### config.mk
export PLATFORM = sky130hd
export DESIGN_NAME = uart_rx_fifo_ctrl
export DESIGN_NICKNAME = d
export VERILOG_FILES = /design/src/rtl/uart_rxq_pkg.sv /design/src/rtl/rxq_store.sv /design/src/rtl/rxq_idle_timer.sv /design/src/rtl/rxq_irq_id.sv /design/src/rtl/uart_rx_fifo_ctrl.sv
export SDC_FILE = /design/constraint.sdc
export NUM_CORES = 1
export LEC_CHECK = 0
export BUFFER_PORTS_ARGS = -buffer_cell sky130_fd_sc_hd__buf_2
export CORE_UTILIZATION = 50
export CTS_BUF_LIST = sky130_fd_sc_hd__clkbuf_16
export CTS_CLUSTER_DIAMETER = 120
export DETAILED_ROUTE_END_ITERATION = 6
export GPL_TIMING_DRIVEN = 0
export PLACE_DENSITY = 0.66
export SYNTH_ARGS = -nofsm -noshare
export SYNTH_HDL_FRONTEND = slang
export SYNTH_SLANG_ARGS = --single-unit
### constraint.sdc
create_clock -name clk -period 3.49 [get_ports clk]
set_input_delay 0.1745 -clock clk [delete_from_list [all_inputs] [get_ports clk]]
set_output_delay 0.1745 -clock clk [all_outputs]
set_load 0.05 [all_outputs]
### src/rtl/uart_rxq_pkg.sv
package uart_rxq_pkg;

    localparam int DATA_W      = 8;
    localparam int BIG_DEPTH   = 64;
    localparam int SMALL_DEPTH = 16;
    localparam int CNT_W       = $clog2(BIG_DEPTH + 1);
    localparam int PTR_W       = $clog2(BIG_DEPTH);
    localparam int IDLE_CHARS  = 4;

    localparam logic [2:0] ADDR_DATA = 3'd0;
    localparam logic [2:0] ADDR_CTRL = 3'd2;
    localparam logic [2:0] ADDR_STAT = 3'd5;

    typedef struct packed {
        logic [1:0] trig;
        logic       wide;
        logic       en;
    } rxq_cfg_t;

    typedef enum logic [2:0] {
        SRC_NONE = 3'b000,
        SRC_LINE = 3'b011,
        SRC_DATA = 3'b010,
        SRC_IDLE = 3'b110
    } irq_src_e;

    function automatic logic [CNT_W-1:0] rxq_capacity(rxq_cfg_t c);
        if (!c.en)       return CNT_W'(1);
        else if (c.wide) return CNT_W'(BIG_DEPTH);
        else             return CNT_W'(SMALL_DEPTH);
    endfunction

    function automatic logic [CNT_W-1:0] rxq_trigger(rxq_cfg_t c);
        logic [CNT_W-1:0] lvl;
        if (!c.en) begin
            lvl = CNT_W'(1);
        end else if (c.wide) begin
            case (c.trig)
                2'b00:   lvl = CNT_W'(1);
                2'b01:   lvl = CNT_W'(16);
                2'b10:   lvl = CNT_W'(32);
                default: lvl = CNT_W'(56);
            endcase
        end else begin
            case (c.trig)
                2'b00:   lvl = CNT_W'(1);
                2'b01:   lvl = CNT_W'(4);
                2'b10:   lvl = CNT_W'(8);
                default: lvl = CNT_W'(14);
            endcase
        end
        return lvl;
    endfunction

endpackage

### src/rtl/rxq_store.sv
module rxq_store
    import uart_rxq_pkg::*;
#(
    parameter int DEPTH = BIG_DEPTH,
    parameter int DW    = DATA_W
) (
    input  logic             clk,
    input  logic             rst,
    input  logic             push,
    input  logic             pop,
    input  logic             flush,
    input  logic [DW-1:0]    din,
    input  logic [CNT_W-1:0] cap,
    output logic [DW-1:0]    dout,
    output logic [CNT_W-1:0] count,
    output logic             dropped
);
    localparam int PW = $clog2(DEPTH);

    logic [DW-1:0] mem [DEPTH];
    logic [PW-1:0] wr_ptr, rd_ptr;
    logic          do_push, do_pop;

    assign do_pop  = pop && (count != '0);
    assign do_push = push && ((count < cap) || do_pop);
    assign dropped = push && !do_push && !flush;
    assign dout    = mem[rd_ptr];

    always_ff @(posedge clk) begin
        if (do_push && !flush)
            mem[wr_ptr] <= din;
    end

    always_ff @(posedge clk) begin
        if (rst || flush) begin
            wr_ptr <= '0;
            rd_ptr <= '0;
            count  <= '0;
        end else begin
            if (do_push) wr_ptr <= wr_ptr + PW'(1);
            if (do_pop)  rd_ptr <= rd_ptr + PW'(1);
            case ({do_push, do_pop})
                2'b10:   count <= count + CNT_W'(1);
                2'b01:   count <= count - CNT_W'(1);
                default: count <= count;
            endcase
        end
    end


    fill_bound_chk: assert property (@(posedge clk) disable iff (rst)
        count <= cap);


    drop_hold_chk: assert property (@(posedge clk) disable iff (rst)
        (push && !pop && !flush && count == cap) |=> count == $past(count));


    flush_empty_chk: assert property (@(posedge clk) disable iff (rst)
        flush |=> count == '0);

endmodule

### src/rtl/rxq_idle_timer.sv
module rxq_idle_timer
    import uart_rxq_pkg::*;
#(
    parameter int TICKS = IDLE_CHARS
) (
    input  logic             clk,
    input  logic             rst,
    input  logic             activity,
    input  logic             tick,
    input  logic [CNT_W-1:0] count,
    input  logic [CNT_W-1:0] trig,
    output logic             pend
);
    localparam int TW = $clog2(TICKS + 1);

    logic [TW-1:0] ticks_q;

    always_ff @(posedge clk) begin
        if (rst || activity || count == '0)
            ticks_q <= '0;
        else if (tick && ticks_q != TW'(TICKS))
            ticks_q <= ticks_q + TW'(1);
    end

    assign pend = (ticks_q == TW'(TICKS)) && (count != '0) && (count < trig);

endmodule

### src/rtl/rxq_irq_id.sv
module rxq_irq_id
    import uart_rxq_pkg::*;
(
    input  logic       clk,
    input  logic       rst,
    input  rxq_cfg_t   cfg,
    input  logic       line_pend,
    input  logic       data_pend,
    input  logic       idle_pend,
    output logic [7:0] iir,
    output logic       irq
);
    irq_src_e src;
    logic     any;

    always_comb begin
        if (line_pend)      src = SRC_LINE;
        else if (data_pend) src = SRC_DATA;
        else if (idle_pend) src = SRC_IDLE;
        else                src = SRC_NONE;
    end

    assign any = line_pend || data_pend || idle_pend;
    assign irq = any;
    assign iir = {cfg.en ? 2'b11 : 2'b00, cfg.en && cfg.wide, 1'b0, src, ~any};


    line_first_chk: assert property (@(posedge clk) disable iff (rst)
        line_pend |-> iir[3:1] == 3'b011);

endmodule

### src/rtl/uart_rx_fifo_ctrl.sv
module uart_rx_fifo_ctrl
    import uart_rxq_pkg::*;
(
    input  logic        clk,
    input  logic        rst,
    input  logic        rx_valid,
    input  logic [7:0]  rx_data,
    input  logic        char_tick,
    input  logic        reg_wr,
    input  logic        reg_rd,
    input  logic [2:0]  reg_addr,
    input  logic [7:0]  reg_wdata,
    output logic [7:0]  reg_rdata,
    output logic        irq
);
    rxq_cfg_t         cfg_q, cfg_new;
    logic             ovr_q;
    logic             ctrl_wr, data_rd, stat_rd, flush;
    logic             dropped, idle_pend;
    logic [CNT_W-1:0] count, cap, trig;
    logic [7:0]       head, iir;

    assign cfg_new = '{trig: reg_wdata[7:6], wide: reg_wdata[5], en: reg_wdata[0]};
    assign ctrl_wr = reg_wr && reg_addr == ADDR_CTRL;
    assign data_rd = reg_rd && reg_addr == ADDR_DATA;
    assign stat_rd = reg_rd && reg_addr == ADDR_STAT;
    assign flush   = ctrl_wr && (reg_wdata[1] || cfg_new.wide != cfg_q.wide
                                 || cfg_new.en != cfg_q.en);

    assign cap  = rxq_capacity(cfg_q);
    assign trig = rxq_trigger(cfg_q);

    always_ff @(posedge clk) begin
        if (rst) begin
            cfg_q <= '0;
            ovr_q <= 1'b0;
        end else begin
            if (ctrl_wr) cfg_q <= cfg_new;
            if (dropped)      ovr_q <= 1'b1;
            else if (stat_rd) ovr_q <= 1'b0;
        end
    end

    rxq_store #(.DEPTH(BIG_DEPTH), .DW(DATA_W)) u_store (
        .clk(clk), .rst(rst), .push(rx_valid), .pop(data_rd), .flush(flush),
        .din(rx_data), .cap(cap), .dout(head), .count(count), .dropped(dropped)
    );

    rxq_idle_timer #(.TICKS(IDLE_CHARS)) u_idle (
        .clk(clk), .rst(rst), .activity(rx_valid || data_rd || flush),
        .tick(char_tick), .count(count), .trig(trig), .pend(idle_pend)
    );

    rxq_irq_id u_id (
        .clk(clk), .rst(rst), .cfg(cfg_q), .line_pend(ovr_q),
        .data_pend(count >= trig), .idle_pend(idle_pend), .iir(iir), .irq(irq)
    );

    always_comb begin
        case (reg_addr)
            ADDR_DATA: reg_rdata = (count != '0) ? head : 8'h00;
            ADDR_CTRL: reg_rdata = iir;
            ADDR_STAT: reg_rdata = {6'b0, ovr_q, count != '0};
            default:   reg_rdata = 8'h00;
        endcase
    end


    data_level_chk: assert property (@(posedge clk) disable iff (rst)
        (count >= trig && !ovr_q) |-> iir[3:1] == 3'b010);


    idle_range_chk: assert property (@(posedge clk) disable iff (rst)
        idle_pend |-> (count != '0 && count < trig));


    irq_flag_chk: assert property (@(posedge clk) disable iff (rst)
        irq == !iir[0]);

endmodule

==> After elaboration in Yosys (flattened, before gate mapping) <==
Memory sizes are Yosys's and may differ from the RTL's. A register that Yosys moved wholly into a read port is not among the register bits.
Index checks and enable logic that the tools add are counted.
{ "classes": {"eq_ne": 10, "bitwise": 1, "mux": 19, "div_mod_pow": 0, "n_mul": 0, "addsub": 5, "n_reduce_logical": 31, "magnitude_cmp": 3, "shift": 0} }
{ "op_table": {"columns": ["op", "count"], "rows": [
  ["2-to-1 mux 7 bit", 4],
  ["one-hot mux 8 bit (3 select lines)", 1],
  ["one-hot mux 6 bit (3 select lines)", 1],
  ["< comparator 7 bit", 2],
  ["one-hot mux 7 bit (2 select lines)", 1],
  ["logical AND 1 bit", 13],
  ["adder 6 x 1 -> 6 bit, second input constant", 2],
  ["2-to-1 mux 6 bit", 2],
  ["one-hot mux 4 bit (3 select lines)", 1],
  ["logical OR 1 bit", 10],
  ["2-to-1 mux 3 bit", 3],
  ["2-to-1 mux 8 bit", 1],
  ["adder 7 x 1 -> 7 bit, second input constant", 1],
  [">= comparator 7 bit", 1],
  ["logical NOT 7 bit", 1],
  ["nonzero test 7 bit", 1],
  ["subtractor 7 x 1 -> 7 bit, second input constant", 1],
  ["== test 3 bit, second input constant", 2],
  ["== test 2 x 1 -> 1 bit, second input constant", 2],
  ["== test 2 bit, second input constant", 2],
  ["2-to-1 mux 1 bit", 4],
  ["nonzero test 2 bit", 2],
  ["adder 3 x 1 -> 3 bit, second input constant", 1],
  ["== test 3 x 2 -> 1 bit, second input constant", 1],
  ["7 further kinds", 9]
]} }
{ "totals": {"latchBits": 0, "reg_bits": 27, "mem_count": 1, "rom_bits": 0, "elab_cells": 78, "output_inout_bits": 9, "ramBits": 512, "in_bits": 25} }
{ "mem_list": {"columns": ["memory", "words", "width", "read_ports", "rd_clocked_by_memory_dff", "write_ports", "line_no", "rtl"], "rows": [
  ["u_store.mem", 64, 8, 1, 1, 1, "rxq_store.sv:20", "logic [DW-1:0] mem [DEPTH];"]
]} }

==> Longest topological paths before layout <==
Gate-level depths: netlist of the first run.
{ "logic_depth": {"ltp_word": 10, "mapped_depth": 11, "mapped_depth_nobuf": 11} }

==> By module <==
Synthesis of the first run repeated with hierarchy kept, for this count alone.
{ "hier_totals": {"cells_unflattened": 1286, "area_unflattened_um2": 22489.1} }
{ "by_module_without_submodules": {"columns": ["mod", "n_inst", "area_each_um2", "cells_per_inst", "seq_area_each_um2"], "rows": [
  ["rxq_store", 1, 21501.9, 1163, 15875.2],
  ["uart_rx_fifo_ctrl", 1, 584.3, 72, 100.1],
  ["rxq_idle_timer", 1, 337.8, 41, 60.1],
  ["rxq_irq_id", 1, 65.1, 10, 0.0]
]} }

==> Worst setup path after synthesis of the first run <==
Ideal clock, no wire load.
{ "synth_path": {"path_type": "register -> register", "startpoint": "register cfg_q[0] (netlist name)", "endpoint": "memory u_store.mem[23][0] (netlist name) (enable)", "slack_ns": 0.451, "path_stages_with_launch": 9, "period_less_slack_ns": 3.039, "arrival_ns": 2.656, "required_ns": 3.107, "setup_ns": 0.383, "path_cell_list": "dfxtp_1 -> clkbuf_1 -> nand2_1 -> ha_1 -> o31a_1 -> o2bb2ai_1 -> o22ai_1 -> clkbuf_1 -> nor3_1"} }
{ "synth_via": {"elab_chain_cells": 7, "word_cells_on_any_way": 11, "cone_classes": "1 x order compare; 1 x eq/ne; 3 x mux; 6 x reduce/logical"} }
{ "synth_lines": {"columns": ["item", "line_no", "rtl"], "rows": [
  ["start: declaration", "uart_rx_fifo_ctrl.sv:16", "rxq_cfg_t cfg_q, cfg_new;"],
  ["start signal: assignment", "uart_rx_fifo_ctrl.sv:38", "if (ctrl_wr) cfg_q <= cfg_new;"],
  ["2-to-1 mux 7 bit / != test 1 bit (equally long branches)", "uart_rxq_pkg.sv:28, uart_rx_fifo_ctrl.sv:28", null],
  ["< comparator 7 bit / logical OR 1 bit (equally long branches)", "rxq_store.sv:25, uart_rx_fifo_ctrl.sv:28", null],
  ["logical OR 1 bit / logical AND 1 bit (equally long branches)", "rxq_store.sv:25, uart_rx_fifo_ctrl.sv:27", null],
  ["logical AND 1 bit / logical NOT 1 bit (equally long branches)", "rxq_store.sv:25, rxq_store.sv:30", null],
  ["logical AND 1 bit (*)", "rxq_store.sv:30", "if (do_push && !flush)"],
  ["2-to-1 mux 1 bit (*)", "rxq_store.sv:30", null],
  ["2-to-1 mux 1 bit (implied by the code) (*)", "rxq_store.sv:31", "mem[wr_ptr] <= din;"],
  ["end: declaration", "rxq_store.sv:20", null]
]} }
Every way passes the cells marked *; elsewhere a longest branch is shown, timed or not.

==> results of run 1 <==
final timing paths:
check | start | slack [ps] | end
worst max-delay path | flip-flop | 8 | reg_rdata[5]
worst min-delay path | reg_addr[0] | 120 | ovr_q$_SDFFE_PP0P_
worst max register to register | cfg_q[1]$_SDFFE_PP0P_ | 110 | u_store.mem[6][7]$_DFFE_PP_
worst min register to register | u_store.rd_ptr[5]$_SDFFE_PP0N_ | 520 | flip-flop
synth_stat cells, types with 3 or more instances:
master	instances	share of area (%)
xor2_1	7	0.28
nor2b_1	15	0.43
a32oi_1	4	0.16
nand4b_1	3	0.12
inv_1	10	0.17
clkbuf_1	27	0.46
edfxtp_1	512	70
nand3b_1	5	0.17
or3b_2	3	0.12
buf_1	6	0.10
o21ai_0	11	0.25
nor3b_1	4	0.14
buf_4	7	0.24
xnor2_1	7	0.28
a21oi_1	22	0.50
o211ai_1	4	0.14
nand2_1	42	0.72
o22ai_1	3	0.085
and3_1	3	0.085
buf_2	18	0.41
or3_1	5	0.14
a22oi_1	25	0.85
nor2_1	68	1.2
ha_1	17	0.97
and2_1	3	0.085
a21o_1	3	0.10
nand3_1	34	0.77
nor3_1	44	1.0
nand2b_1	9	0.26
o21ai_1	3	0.068
dfxtp_1	33	3.0
mux4_2	118	12
nand4_1	11	0.31
buf_6	6	0.31
mux2i_1	57	2.6
cell families after synthesis:
family	share of synthesized area, %
mux	14.8
buf+inv	1.69
fa+ha+maj	1.06
xor+xnor	0.558
compound gates	3.04
simple gates	5.86
flops	73.0
sequential cells by signal (all words and copies together), names as in the netlist, named ones only:
name,count
ovr_q,1
cfg_q,4
u_idle.ticks_q,3
u_store.wr_ptr,6
u_store.rd_ptr,6
u_store.mem,512
u_store.count,7
power groups by stage:
stage | sequential, W | clock [W] | combinational (W)
floorplan | 0.00738 | 0 | 0.000635
global placement | 0.00739 | 0 | 0.000980
detailed placement | 0.00740 | 0 | 0.00103
CTS | 0.00726 | 0.00552 | 0.00123
global route | 0.00726 | 0.00577 | 0.00136
finish | 0.00726 | 0.00546 | 0.00130
what timing repair did:
| item | 4_1_cts | 5_1_grt |
|---|---|---|
| hold buffers | 7 | 0 |
| endpoints found under the setup margin | 494 | 452 |
| resized for setup | 180 | 51 |
| setup buffers | 44 | 11 |
| pin swaps | 37 | 3 |
| endpoints found under the hold margin | 6 | 0 |
routing by layer:
layer  track usage, %  wire length, um
met5                0                0
met4             12.0             2440
met3             7.73             6420
met2             41.6            27600
met1             37.4            23000
metrics by stage:
step	utilization [%]	setup WS, ps	TNS [ps]	cells	hold WS [ps]
floorplan	-	451	0	1184	247
global placement	52.9	-768	-201320	1798	420
global route	60.8	-19.5	-91.9	1959	148
finish	60.8	7.90	0	1959	122
CTS	60.2	-228	-22200	1949	84.0
detailed placement	53.1	-745	-189830	1801	424
worst max-delay path, delay by kind of cell, from the launching register on:
family | cells | cell delay (ps)
simple gates | 2 | 290
mux | 1 | 410
flops | 1 | 430
compound gates | 1 | 130
buf+inv | 4 | 1430
area by class of cell:
| class | instances | area (sq um) | share of cell area (%) |
|---|---|---|---|
| Clock inverter | 42 | 262 | 0.997 |
| Buffer | 63 | 567 | 2.16 |
| Sequential cell | 545 | 16000 | 61.1 |
| Clock buffer | 55 | 1380 | 5.25 |
| Tap cell | 585 | 732 | 2.79 |
| Timing Repair Buffer | 94 | 968 | 3.69 |
| Inverter | 10 | 37.5 | 0.143 |
| Multi-Input combinational cell | 565 | 6260 | 23.8 |
==> metrics.md, run 1 <==
| Metric | Value |
|---|---|
| Later-pin clock latency in the skew report | 610 ps |
| Final setup vio count | 0 |
| Final period util | 99.8% |
| Max Fanout on Critical Path | 10 |
| Die area | 44,800 sq um |
| Max clock buf depth | 3 |
| Crit. End Element | output port |
| Max IR drop VDD | 0.373 mV |
| Clock power frac | 39.0% |
| Via count | 12,495 |
| CTS tree | yes |
| Fraction of registers with async set/reset | 0% |
| GRT overflow | 0 |
| CTS H-tree depth | 2 |
| Mapped cell area | 22,000 sq um |
| Iter 0 DRT Violations | 1,719 |
| Depth of the worst register-to-register path | 10 |
| Avg Inst Size Synth | 18.6 sq um |
| Crit-path cells | clkbuf_2, buf_2, clkbuf_4, mux2i_2, a31oi_1, nand3_1, nand3_1, buf_2 |
| CTS root buf | clkbuf_16 |
| Int Power | 0.0107 W |
| Max cap viols | 0 |
| Unique masters post-synth | 63 |
| Final instance area | 26,200 sq um |
| Sequential cell area fraction in the yosys report | 73.0% |
| Vias per inst | 6.38 |
| Largest net degree at the start of global routing | 65 |
| FF+latch count, synth | 545 |
| Layout cells sized above 1 | 30.3% |
| Most frequent cells in the layout | 512 x edfxtp_1, 118 x mux4_2, 55 x clkbuf_16 |
| Core Footprint | 43,200 sq um |
| Leading cell type in the layout, fill and taps excluded | edfxtp_1 |
| HPWL after DPL | 36.4 mm |
| Row cnt | 76 |
| Slew HR | 10.9% |
| Comb pwr share | 9.3% |
| Crit start category | flip-flop |
| Slowest CP cell | buf_2 |
| Final-report hold violation count | 0 |
| Register share of total power | 51.8% |
| Vias in the first global route | 12,317 |
| Worst Path Arrival | 3310 ps |
| Clock transition at the registers of the reported paths | 60 ps |
| Critical setup path kind | reg -> out |
| Drt wl/cell | 30.4 um |
| GRT Util Overall | 27.5% |
| Yosys warnings | 0 |
| Port-buffer cells | 29 |
| DR pass1 iterations | 6 |
| Min-delay worst type | in -> reg |
| Pwr/cell area | 534 nW/um^2 |
| Switching share of total power | 24.0% |
| Gpl congestion | 0.909 |
| Worst-Margin Slew | 1340 ps |
| # DRC | 0 |
| Status | completed |
| Fillcell total | 3,062 |
| Initial antenna violation count | 0 |
| Post-DRT Antenna Nets | 0 |
| Starting density of the core | 50.9% |
| TritonCTS Buffers | 54 |
| CP required | 3320 ps |
| Final Skew | 23.5 ps |
| Synthesized instance count | 1,184 |
| Post-Syn Nets | 1,227 |
| Syn-to-layout area delta | 19.4% |
| Nets | 1,376 |
| Max-slew violation count | 0 |
| Max incr delay on CP | 470 ps |
| Die height | 212 um |
| P_sw | 0.00337 W |
| Post-synth EDFFs | 512 |
| Dpl cell area | 22,900 sq um |
| Sink Count | 545 |
| Leak pwr | 8.29 nW |
| Min Tclk post-route | 3480 ps |
| # diodes | 0 |
| Routed wire length | 59.5 mm |
| Num ports | 34 |
| Global-route wire length before repair | 85.6 mm |
| Fmax | 287 MHz |
| Final Power | 0.0140 W |
| Worst Hold Depth | 5 |
| Die width | 212 um |
| Primary FF master, synth | edfxtp_1 |
Note: power is estimated with default switching activity, not from simulation.
==> run 2, diff against run 1 <==
--- a/config.mk
+++ b/config.mk
@@ -7,7 +7,7 @@
 export LEC_CHECK = 0
 export BUFFER_PORTS_ARGS = -buffer_cell sky130_fd_sc_hd__buf_2
 export CORE_UTILIZATION = 50
-export CTS_BUF_LIST = sky130_fd_sc_hd__clkbuf_16
+export CTS_BUF_LIST = sky130_fd_sc_hd__clkbuf_4 sky130_fd_sc_hd__clkbuf_8
 export CTS_CLUSTER_DIAMETER = 120
 export DETAILED_ROUTE_END_ITERATION = 6
 export GPL_TIMING_DRIVEN = 0
==> metrics.md, run 2 (same netlist as run 1, synthesis figures left out) <==
| Metric | Value |
|---|---|
| Slew HR | 13.1% |
| Crit start category | flip-flop |
| Vias in the first global route | 12,447 |
| Drt wl/cell | 29.1 um |
| Max reg flops | 512 |
| Critical setup path kind | reg -> out |
| Num ports | 34 |
| Final Skew | 32.7 ps |
| Port-buffer cells | 29 |
| Routed wire length | 58.5 mm |
| Switching share of total power | 24.8% |
| Final setup vio count | 0 |
| Non-filler cells, final | 2,007 |
| Global-route wire length before repair | 85.3 mm |
| Syn-to-layout area delta | 18.6% |
| Crit. End Element | output port |
| Top reg by flops | u_store.mem |
| Post-DRT Antenna Nets | 0 |
| Fmax | 292 MHz |
| Biggest regs | u_store.mem (512), u_store.count (7) |
| Iter 0 DRT Violations | 1,646 |
| Later-pin clock latency in the skew report | 650 ps |
| Clock transition at the registers of the reported paths | 60 ps |
| GRT Util Overall | 27.2% |
| Worst-Margin Slew | 1300 ps |
| HPWL after DPL | 36.4 mm |
| DR pass1 iterations | 6 |
| TritonCTS Buffers | 86 |
| Leading cell type in the layout, fill and taps excluded | edfxtp_1 |
| P_sw | 0.00342 W |
| GRT overflow | 0 |
| Leak pwr | 8.18 nW |
| Final period util | 98.3% |
| Largest net degree at the start of global routing | 65 |
| Comb pwr share | 9.4% |
| Core Footprint | 43,200 sq um |
| Via count | 12,550 |
| Hold Slack | 78.0 ps |
| Sink Count | 545 |
| Final Power | 0.0138 W |
| Int Power | 0.0104 W |
| # DRC | 0 |
| CTS H-tree depth | 3 |
| Max-slew violation count | 0 |
| Die height | 212 um |
| Min-delay worst type | in -> reg |
| Status | completed |
| Max clock buf depth | 3 |
| Worst Path Arrival | 3260 ps |
| Final Util | 60.3% |
| DP Cell Count | 1,801 |
| CTS root buf | clkbuf_8 |
| Max Fanout on Critical Path | 8 |
| Max cap viols | 0 |
| Pwr/cell area | 529 nW/um^2 |
| Min Tclk post-route | 3430 ps |
| Die area | 44,800 sq um |
| Row cnt | 76 |
| Max IR drop VDD | 0.231 mV |
| Die width | 212 um |
| Starting density of the core | 50.9% |
| Gpl congestion | 0.909 |
| CP required | 3320 ps |
| Layout cells sized above 1 | 32.8% |
| Register share of total power | 52.7% |
| Initial antenna violation count | 0 |
| CTS tree | yes |
| Clock power frac | 38.0% |
| Final-report hold violation count | 0 |
| Vias per inst | 6.25 |
| # diodes | 0 |
| Nets | 1,395 |
| Most frequent cells in the layout | 512 x edfxtp_1, 118 x mux4_2, 90 x clkbuf_8 |
-- run 2: layout make-up --
type | instances | area (sq um)
clock inverter | 40 | 211
clock buffer | 118 | 1450
multi-input combinational | 565 | 6260
inverter | 10 | 37.5
sequential | 545 | 16000
timing repair buffer | 81 | 737
tap | 585 | 732
fill | 3141 | 17100
buffer | 63 | 581
-- run 2: per-layer routing --
metal / track usage (%) / vias to the layer above / share of wire (%)
met3: 5.65 / 135 / 10
li1: - / 5193 / -
met5: 0 / - / 0
met1: 38.4 / 6469 / 40
met2: 42.3 / 753 / 47
met4: 9.92 / 0 / 3.0
-- run 2: worst max-delay path: stages, from the launching register on --
cell     delay, ps
dfxtp_1        340
buf_8          170
buf_12         150
buf_16         150
buf_16         130
buf_6          170
mux4_2         530
a22oi_1        220
nand3_1        180
o21ai_2        170
o21ai_1        150
buf_2          230
-- run 2: what timing repair did --
action	CTS	global route
setup buffers	32	10
hold buffers	7	0
pin swaps	32	4
setup endpoints to repair	494	439
endpoints found under the hold margin	6	0
resized for setup	187	46
-- run 2: power groups by stage --
stage	logic [W]	clock network (W)	registers, W
2_1_floorplan	0.000635	0	0.00738
3_3_place_gp	0.000980	0	0.00739
3_5_place_dp	0.00103	0	0.00740
4_1_cts	0.00123	0.00529	0.00726
5_1_grt	0.00135	0.00557	0.00726
6_report	0.00129	0.00524	0.00726
-- run 2: final timing paths --
check	from	endpoint	slack, ps	cells after the start
hold / removal	reg_addr[0]	ovr_q$_SDFFE_PP0P_	80	5
setup / recovery	flip-flop	reg_rdata[1]	60	11
hold reg to reg	u_store.rd_ptr[5]$_SDFFE_PP0N_	flip-flop	530	2
setup reg to reg	cfg_q[1]$_SDFFE_PP0P_	u_store.mem[6][5]$_DFFE_PP_	160	10
-- run 2: metrics by stage --
stage | worst slack [ps] | TNS (ps) | cell area (sq um)
5_1_grt | -33.7 | -38.2 | 26000
3_5_place_dp | -745 | -189830 | 22900
2_1_floorplan | 451 | 0 | 22000
4_1_cts | -152 | -9470 | 25800
3_3_place_gp | -768 | -201320 | 22800
6_report | 60.3 | 0 | 26000
==> run 3, diff against run 2 <==
--- a/config.mk
+++ b/config.mk
@@ -6,12 +6,14 @@
 export NUM_CORES = 1
 export LEC_CHECK = 0
 export BUFFER_PORTS_ARGS = -buffer_cell sky130_fd_sc_hd__buf_2
+export CORE_ASPECT_RATIO = 1.2
 export CORE_UTILIZATION = 50
 export CTS_BUF_LIST = sky130_fd_sc_hd__clkbuf_4 sky130_fd_sc_hd__clkbuf_8
 export CTS_CLUSTER_DIAMETER = 120
 export DETAILED_ROUTE_END_ITERATION = 6
 export GPL_TIMING_DRIVEN = 0
-export PLACE_DENSITY = 0.66
+export MAX_ROUTING_LAYER = met4
+export PLACE_DENSITY = 0.68
 export SYNTH_ARGS = -nofsm -noshare
 export SYNTH_HDL_FRONTEND = slang
 export SYNTH_SLANG_ARGS = --single-unit
==> constraint.sdc (replaced) <==
create_clock -name clk -period 2.8 [get_ports clk]
set_input_delay 0.14 -clock clk [delete_from_list [all_inputs] [get_ports clk]]
set_output_delay 0.14 -clock clk [all_outputs]
set_load 0.05 [all_outputs]
==> metrics.md, run 3 (same netlist as run 1, synthesis figures left out) <==
| Metric | Value |
|---|---|
| Initial antenna violation count | 1 |
| GRT overflow | 0 |
| Top reg by flops | u_store.mem |
| Later-pin clock latency in the skew report | 640 ps |
| RSZ-0062 raised after global routing | true |
| Worst Hold Launch | reg_addr[1] |
| Critical setup path kind | reg -> out |
| Global-route wire length before repair | 89.3 mm |
| Largest net degree at the start of global routing | 65 |
| Max incr delay on CP | 550 ps |
| Biggest regs | u_store.mem (512), u_store.count (7) |
| Num ports | 34 |
| Leak pwr | 8.90 nW |
| Most frequent cells in the layout | 512 x edfxtp_1, 118 x mux4_2, 87 x clkbuf_8 |
| Sink Count | 545 |
| Worst Path Arrival | 3190 ps |
| Failing checks | design-rule violations, negative setup slack |
| Layout cells sized above 1 | 39.7% |
| Setup TNS | -3660 ps |
| Max IR drop VDD | 0.341 mV |
| Die area | 44,800 sq um |
| Non-filler cells, final | 2,044 |
| Max-slew violation count | 0 |
| Fmax | 300 MHz |
| Hold Slack | 49.4 ps |
| Min-delay worst type | in -> reg |
| CTS root buf | clkbuf_8 |
| Register area | 16,000 sq um |
| Dpl cell area | 23,000 sq um |
| RR Startpoint | cfg_q[0]$_SDFFE_PP0P_ |
| Row cnt | 83 |
| Vias in the first global route | 13,063 |
| Fillcell total | 2,726 |
| Clock transition at the registers of the reported paths | 60 ps |
| Dpl ws | -1370 ps |
| Die height | 232 um |
| Final Skew | 21.6 ps |
| Nets | 1,468 |
| Max Fanout on Critical Path | 10 |
| Syn-to-layout area delta | 26.4% |
| Post-DRT Antenna Nets | 0 |
| CP dominant cell by count | buf_8 |
| Die width | 193 um |
| Crit-path cells | buf_8, buf_12, buf_8, mux4_2, mux2i_2, a32oi_1, nand3_1, o211ai_1, buf_4 |
| Gpl congestion | 0.948 |
| Crit. End Element | output port |
| Final period util | 119% |
| Via count | 13,089 |
| Area occupied by multi-input gates | 6570 sq um |
| Max clock buf depth | 3 |
| Port-buffer cells | 29 |
| GRT Util Overall | 29.2% |
| Crit start category | flip-flop |
| Max cap viols | 0 |
| Final instance area | 27,800 sq um |
| Status | finished, violations left |
| Final setup vio count | 8 |
| DP Cell Count | 1,765 |
| Iter 0 DRT Violations | 1,770 |
| Slowest CP cell | mux4_2 |
| TritonCTS Buffers | 81 |
| HPWL after DPL | 36.1 mm |
| Fin worst setup slack | -530 ps |
| CTS tree | yes |
| Pwr/cell area | 631 nW/um^2 |
| Min Tclk post-route | 3330 ps |
| Final-report hold violation count | 0 |
| # DRC | 10 |
| Vias per inst | 6.40 |
| DR pass1 iterations | 7 |
| Max reg flops | 512 |
| Slew HR | 10.7% |
| Leading cell type in the layout, fill and taps excluded | edfxtp_1 |
| Routed wire length | 62.1 mm |
| Worst-Margin Slew | 1340 ps |
| CTS H-tree depth | 3 |
| Starting density of the core | 51.0% |
| CP required | 2660 ps |
| Core Footprint | 43,100 sq um |
| Drt wl/cell | 30.4 um |
## run 3: power by group
part	switching [W]	internal (W)
clock	0.00301	0.00356
combinational	0.00126	0.000639
sequential	0.0000521	0.00900
## run 3: final timing paths
| path | end | slack, ps | cells past startpoint |
|---|---|---|---|
| worst max-delay path | reg_rdata[6] | -530 | 9 |
| worst min register to register | u_store.rd_ptr[5]$_SDFFE_PP0N_ | 500 | 2 |
| worst max register to register | u_store.mem[45][0]$_DFFE_PP_ | 40 | 10 |
| worst min-delay path | ovr_q$_SDFFE_PP0P_ | 50 | 5 |
## run 3: critical path, delay by kind of cell, from the launching register on
family | cells | cell delay (ps)
AO/OA/AOI/OAI | 2 | 390
buffers and inverters | 4 | 760
flip-flops | 1 | 330
multiplexers | 2 | 810
AND/OR/NAND/NOR | 1 | 240
## run 3: stage by stage
stage | utilization [%] | total power [W]
floorplan | - | 0.0101
global placement | 53.3 | 0.0105
detailed placement | 53.3 | 0.0105
CTS | 63.5 | 0.0174
global route | 64.4 | 0.0180
finish | 64.4 | 0.0175
## run 3: area by class of cell
type,instances,area share (%)
flip-flops and latches,545,57.8
multi-input cells,565,23.7
repair buffers,160,7.55
clock buffers,112,4.97
well taps,552,2.49
plain buffers,62,2.38
clock inverters,36,0.956
inverters,10,0.135
diodes,2,0.0180
## run 3: routing by layer
metal	global-route usage (%)	vias to the layer above	part of all wire (%)
met3	6.11	163	9.6
met5	-	-	0
met1	36.1	6751	38
met4	13.8	0	4.3
li1	-	5343	-
met2	46.4	832	49
## run 3: what timing repair did
action / CTS / global route
cloned: 6 / 0
pin swaps: 75 / 32
gates resized for setup: 261 / 50
endpoints found under the setup margin: 528 / 476
hold buffers: 7 / 0
endpoints found under the hold margin: 7 / 0
setup buffers: 103 / 16
